`src/rtl/hs_relay_pkg.sv`:
```
package hs_relay_pkg;
  // sample-window state kept per channel
  typedef enum logic [1:0] {
    WIN_HOLD = 2'd0,
    WIN_ALL0 = 2'd1,
    WIN_ALL1 = 2'd2
  } win_t;

  function automatic win_t classify(input logic [31:0] v, input int unsigned n);
    logic a0, a1;
    a0 = 1'b1;
    a1 = 1'b1;
    for (int unsigned i = 0; i < n; i++) begin
      a0 &= ~v[i];
      a1 &= v[i];
    end
    if (a1) return WIN_ALL1;
    if (a0) return WIN_ALL0;
    return WIN_HOLD;
  endfunction
endpackage

```
`src/rtl/hs_sample_tick.sv`:
```
module hs_sample_tick #(
  parameter int unsigned STD_DIV = 18432
) (
  input  logic clk,
  input  logic rst_n,
  input  logic rate_dbl,
  output logic tick
);
  localparam int unsigned DBL_DIV = 2 * STD_DIV;
  localparam int unsigned CW      = $clog2(DBL_DIV + 1);

  logic [CW-1:0] cnt_q, cnt_d, lim_cur, lim_q;
  logic          rate_q, rate_chg;

  always_comb begin
    lim_cur  = rate_dbl ? CW'(DBL_DIV) : CW'(STD_DIV);
    lim_q    = rate_q   ? CW'(DBL_DIV) : CW'(STD_DIV);
    rate_chg = (rate_dbl != rate_q);
    tick     = !rate_chg && (cnt_q == lim_cur - CW'(1));
    if (rate_chg || tick) cnt_d = '0;
    else                  cnt_d = cnt_q + CW'(1);
  end

  always_ff @(posedge clk or negedge rst_n) begin
    if (!rst_n) begin
      cnt_q  <= '0;
      rate_q <= 1'b0;
    end else begin
      cnt_q  <= cnt_d;
      rate_q <= rate_dbl;
    end
  end

  // strobe is one cycle wide, counter stays below its limit
  assert_tick_single_R1: assert property (@(posedge clk) disable iff (!rst_n)
    tick |=> !tick);
  assert_cnt_in_range_R2: assert property (@(posedge clk) disable iff (!rst_n)
    cnt_q < lim_q);
  // a rate change clears the counter
  assert_restart_R8: assert property (@(posedge clk) disable iff (!rst_n)
    rate_chg |=> (cnt_q == '0));
endmodule

```
`src/rtl/hs_input_filter.sv`:
```
module hs_input_filter #(
  parameter int unsigned FILT_DEPTH = 4
) (
  input  logic clk,
  input  logic rst_n,
  input  logic tick,
  input  logic raw_in,
  output logic filt_out
);
  import hs_relay_pkg::*;

  logic                  sync1_q, sync2_q;
  logic [FILT_DEPTH-1:0] shr_q, shr_d;
  logic                  out_q, out_d;
  win_t                  win;

  always_comb begin
    if (FILT_DEPTH > 1) shr_d = {shr_q[FILT_DEPTH-2:0], sync2_q};
    else                shr_d = FILT_DEPTH'(sync2_q);
    win   = classify(32'(shr_d), FILT_DEPTH);
    out_d = out_q;
    if (tick) begin
      case (win)
        WIN_ALL1: out_d = 1'b1;
        WIN_ALL0: out_d = 1'b0;
        default:  out_d = out_q;
      endcase
    end
  end

  always_ff @(posedge clk or negedge rst_n) begin
    if (!rst_n) begin
      sync1_q <= 1'b1;
      sync2_q <= 1'b1;
      shr_q   <= '1;
      out_q   <= 1'b1;
    end else begin
      sync1_q <= raw_in;
      sync2_q <= sync1_q;
      if (tick) shr_q <= shr_d;
      out_q <= out_d;
    end
  end

  assign filt_out = out_q;

  // output moves only on a strobe and only to a unanimous window
  assert_move_on_tick_R3: assert property (@(posedge clk) disable iff (!rst_n)
    !tick |=> $stable(out_q));
  assert_unanimous_R3: assert property (@(posedge clk) disable iff (!rst_n)
    (out_q != $past(out_q)) |-> (shr_q == {FILT_DEPTH{out_q}}));
endmodule

```
`src/rtl/hs_link_relay.sv`:
```
module hs_link_relay #(
  parameter int unsigned STD_DIV    = 18432,
  parameter int unsigned FILT_DEPTH = 4,
  parameter int unsigned N_CH       = 2
) (
  input  logic            clk,
  input  logic            rst_n,
  input  logic            rate_dbl,
  input  logic [N_CH-1:0] ctl_in,
  input  logic            locked,
  input  logic [N_CH-1:0] rx_bits,
  output logic [N_CH-1:0] tx_bits,
  output logic [N_CH-1:0] hs_out
);
  logic            tick;
  logic [N_CH-1:0] hs_q, hs_d;
  logic            pv_q;

  hs_sample_tick #(.STD_DIV(STD_DIV)) u_tick (
    .clk(clk), .rst_n(rst_n), .rate_dbl(rate_dbl), .tick(tick)
  );

  for (genvar g = 0; g < N_CH; g++) begin : g_ch
    hs_input_filter #(.FILT_DEPTH(FILT_DEPTH)) u_filt (
      .clk(clk), .rst_n(rst_n), .tick(tick),
      .raw_in(ctl_in[g]), .filt_out(tx_bits[g])
    );
  end

  always_comb begin
    hs_d = locked ? rx_bits : '1;
  end

  always_ff @(posedge clk or negedge rst_n) begin
    if (!rst_n) begin
      hs_q <= '1;
      pv_q <= 1'b0;
    end else begin
      hs_q <= hs_d;
      pv_q <= 1'b1;
    end
  end

  assign hs_out = hs_q;

  assert_unlocked_high_R7: assert property (@(posedge clk) disable iff (!rst_n)
    (pv_q && !$past(locked)) |-> (hs_out == '1));
  assert_locked_pass_R6: assert property (@(posedge clk) disable iff (!rst_n)
    (pv_q && $past(locked)) |-> (hs_out == $past(rx_bits)));
  assert_reset_high_R5: assert property (@(posedge clk) disable iff (!rst_n)
    !pv_q |-> (hs_out == '1 && tx_bits == '1));
endmodule

```
`config.mk`:
```
export PLATFORM = sky130hd
export DESIGN_NAME = hs_link_relay
export DESIGN_NICKNAME = d
export VERILOG_FILES = /design/src/rtl/hs_relay_pkg.sv /design/src/rtl/hs_sample_tick.sv /design/src/rtl/hs_input_filter.sv /design/src/rtl/hs_link_relay.sv
export SDC_FILE = /design/constraint.sdc
export NUM_CORES = 1
export LEC_CHECK = 0
export ABC_AREA = 1
export BUFFER_PORTS_ARGS = -buffer_cell sky130_fd_sc_hd__buf_2
export CORE_MARGIN = 4
export CORE_UTILIZATION = 45
export DETAILED_ROUTE_END_ITERATION = 8
export GPL_ROUTABILITY_DRIVEN = 1
export PLACE_DENSITY_LB_ADDON = 0.15
export SETUP_SLACK_MARGIN = 0.05
export SLEW_MARGIN = 5
export SYNTH_ARGS = -nofsm -noshare
export SYNTH_HDL_FRONTEND = slang
export SYNTH_SLANG_ARGS = --single-unit
```
`constraint.sdc`:
```
create_clock -name clk -period 2.15 [get_ports clk]
set_input_delay 0 -clock clk [delete_from_list [all_inputs] [get_ports clk]]
set_output_delay 0 -clock clk [all_outputs]
set_load 0.01 [all_outputs]
```
==> out/summary.txt <==
=================================================================================
Run status                                                           finished clean
Hold WC Path Type                                                        in2async
Largest buffer count on any clock path                                          2
Peak VDD IR                                                                356 uV
Clock tree from TritonCTS                                                     yes
Post-cts repair resize count                                                    0
Standby leakage power                                                    0.794 nW
Number of top-level design ports                                               12
Worst Skew                                                                16.3 ps
Overall global routing resource usage                                       14.7%
Detailed-route vias per instance                                             4.82
Setup TNS after final layout                                                 0 ps
Placeable core region                                                 0.00339 mm2
Fill cell total of the finished layout                                        334
Layout net count                                                              217
Critical path's most frequent cell                                   sky130_fd_sc_hd__nand2_2
Number of storage elements in the synthesis netlist                            31
Number of cells in the design after placement                                 240
Num Clock Sinks                                                                31
WP buf/inv                                                                      2
Post-Route WL                                                             2920 um
Fin. max-slew vios                                                              0
Crit path capture type                                                       flop
Violation count after the first detailed-routing iteration                     52
Router iterations before antenna repair                                         4
Antenna violation net count after detailed routing                              0
Critical path data arrival time                                           1900 ps
Synthesized Nets                                                              197
Overall overflow remaining after global route                                   0
Number of endpoints failing setup at the final stage                            0
CTS Buf Count                                                                   5
Die Y                                                                     67.9 um
Clk slew on worst S/H paths                                                110 ps
Buffers added on ports                                                         11
HPWL after detailed placement                                             2090 um
Fraction of the cycle the final worst path needs                            76.7%
Slowest cell delay on critical path                                        380 ps
Maximum operating frequency                                               607 MHz
Largest area contributor in the synthesized netlist                  sky130_fd_sc_hd__dfrtp_1
Transition time of the tightest slew-check pin                             683 ps
RSZ-0062 raised after global routing                                        false
Worst setup slack after placement                                          497 ps
Starting utilization of the core area                                       47.7%
CP Cell Sequence                                                     ha_1, nand2_2, nor2_4, and2_4, nand2_2, nand2_2, inv_1, nand3_1, inv_1
Vias in the first global route                                               1128
Overall die area                                                      0.00462 mm2
Count of synthesis-stage warnings from yosys                                    0
Clock latency of the later-clocked register in the worst-skew pair         340 ps
Maximum number of pins on one net before global-route repair                   32
Cell family with most CP delay                                       simple AND/OR/NAND/NOR gates
Global-route wire length before repair                                    5000 um
Clock root buffer                                                    sky130_fd_sc_hd__clkbuf_4
Fin. Hold Viols                                                                 0
Mean instance size in the synthesized netlist                            8.60 um2
Share of the yosys chip area belonging to registers                         49.1%
# H-tree levels                                                                 2
Final worst slack                                                          502 ps
Cells after synthesis                                                         188
Storage cell area                                                         793 um2
Wirelength per Cell                                                       11.4 um
Total power after layout                                                  1.04 mW
Most area-consuming cells after synthesis                            sky130_fd_sc_hd__dfrtp_1, sky130_fd_sc_hd__dfstp_2, sky130_fd_sc_hd__nand2_1
Area added between synthesis and finish                                     11.8%
Yosys top cell area share                                                   26.3%
Minimum clock period after layout                                         1650 ps
Detailed-route via count                                                     1228
Last weighted congestion value of the routability-driven placer             0.878
Slack of the worst reg-to-reg path                                         500 ps
Total area of multi-input combinational cells                             666 um2
Required time of the worst setup path                                     2400 ps
DRC violations left                                                             0
Largest driver fanout on the critical path                                     14
Die Width                                                                 67.9 um
Number of standard cells in the layout, taps in and fillers out               255
Mapped cell area                                                      0.00162 mm2
Worst rel slew slack                                                        54.4%
Worst-path cell with the longest stage delay                         sky130_fd_sc_hd__dfrtp_1
Pwr dens                                                               578 mW/mm2
Fraction of layout cells with a size suffix above 1                         24.9%
Max_cap viols                                                                   0
Critical path startpoint category                                            flop
Number of rows created at floorplan                                            21
Final hold slack                                                           220 ps
Post-synth cell types                                                          25
ANT cells                                                                       0
Number of antenna violations at the first check in global routing               0
Critical path start-end classification                                    reg2reg
=================================================================================
==> cells in the mapped netlist <==
library cell                n
sky130_fd_sc_hd__nand2_1   38
sky130_fd_sc_hd__inv_1     27
sky130_fd_sc_hd__nor2_1    27
sky130_fd_sc_hd__dfrtp_1   17
sky130_fd_sc_hd__nand3_1   15
sky130_fd_sc_hd__dfstp_2   14
sky130_fd_sc_hd__nand2_2    7
sky130_fd_sc_hd__nand4_1    7
sky130_fd_sc_hd__nor3_1     7
sky130_fd_sc_hd__o21ai_2    6
sky130_fd_sc_hd__xor2_1     5
sky130_fd_sc_hd__buf_4      2
sky130_fd_sc_hd__buf_6      2
sky130_fd_sc_hd__nor2_4     2
sky130_fd_sc_hd__nor4_1     2
sky130_fd_sc_hd__a21oi_1    1
sky130_fd_sc_hd__and2_4     1
sky130_fd_sc_hd__buf_8      1
sky130_fd_sc_hd__clkinv_1   1
sky130_fd_sc_hd__ha_1       1
sky130_fd_sc_hd__nand3_4    1
sky130_fd_sc_hd__nor3_2     1
sky130_fd_sc_hd__o21ai_0    1
sky130_fd_sc_hd__or2_2      1
sky130_fd_sc_hd__xnor2_4    1
==> logic make-up (layout without fill, tap and decap cells) <==
family	Yosys count	in the layout	synth area share, %
simple gates	109	109	32.1
xor+xnor	6	6	4.41
flops	31	31	49.1
buf+inv	33	54	9.75
compound gates	8	8	3.87
fa+ha+maj	1	1	0.774
==> cell type report <==
cell class	instances	share of cell area, %
tap	46	3.19
clock buffer	7	3.05
timing repair buffer	18	6.93
multi-input combinational	124	36.8
inverter	28	5.82
clock inverter	1	0.277
sequential	31	43.9
==> metal layers <==
metal	up-vias	global-route usage [%]	share of wire [%]
met5	-	0	0
met2	26	23.1	47
met1	571	18.2	46
met4	0	5.96	1.6
met3	6	5.25	5.9
li1	625	-	-
==> registers in the layout, summed over array words and instances, names as in the netlist <==
signal and flops:
g_ch.u_filt.sync1_q 2, g_ch.u_filt.sync2_q 2, g_ch.u_filt.filt_out 2, hs_out 2, u_tick.cnt_q 16, g_ch.u_filt.shr_q 6, u_tick.rate_q 1
==> report_power, final <==
group          internal (mW)  total (mW)  switching, mW
Combinational         0.0311      0.0791         0.0480
Clock                  0.158       0.352          0.194
Sequential             0.604       0.614         0.0104
Total                  0.793        1.04          0.252
==> layout by cell type, fill, tap and decap left out, drive strengths merged, types with 5 or more instances in the layout <==
cell type    synthesis  final
nand2               45     45
nor2                29     29
inv                 27     27
dfrtp               17     17
nand3               16     16
dfstp               14     14
buf                  5     11
nor3                 8      8
nand4                7      7
dlygate4sd3          0      7
o21ai                7      7
clkbuf               0      7
xor2                 5      5
==> stage by stage <==
stage,util (%),cell area (um2)
final,53.3,1810
after global routing,53.3,1810
after CTS,53.3,1810
after detailed placement,49.5,1680
after global placement,49.5,1680
after floorplan,-,1620
==> what timing repair did <==
action                                  CTS  global route
hold endpoints to repair                 22             0
endpoints found under the setup margin    0             0
buffers inserted                          0             0
hold buffers                              7             0
==> worst paths after layout <==
kind                                         from                endpoint  cells past startpoint
max                               u_tick.cnt_q[0]        u_tick.cnt_q[14]                      9
min                                         rst_n         u_tick.cnt_q[8]                      2
max reg2reg                       u_tick.cnt_q[0]        u_tick.cnt_q[14]                      9
min reg2reg                g_ch[0].u_filt.sync1_q  g_ch[0].u_filt.sync2_q                      0
max in group asynchronous                   rst_n         u_tick.cnt_q[6]                      2
min in group clk                        ctl_in[1]  g_ch[1].u_filt.sync1_q                      2
Note: power is estimated with default switching activity, not from simulation.
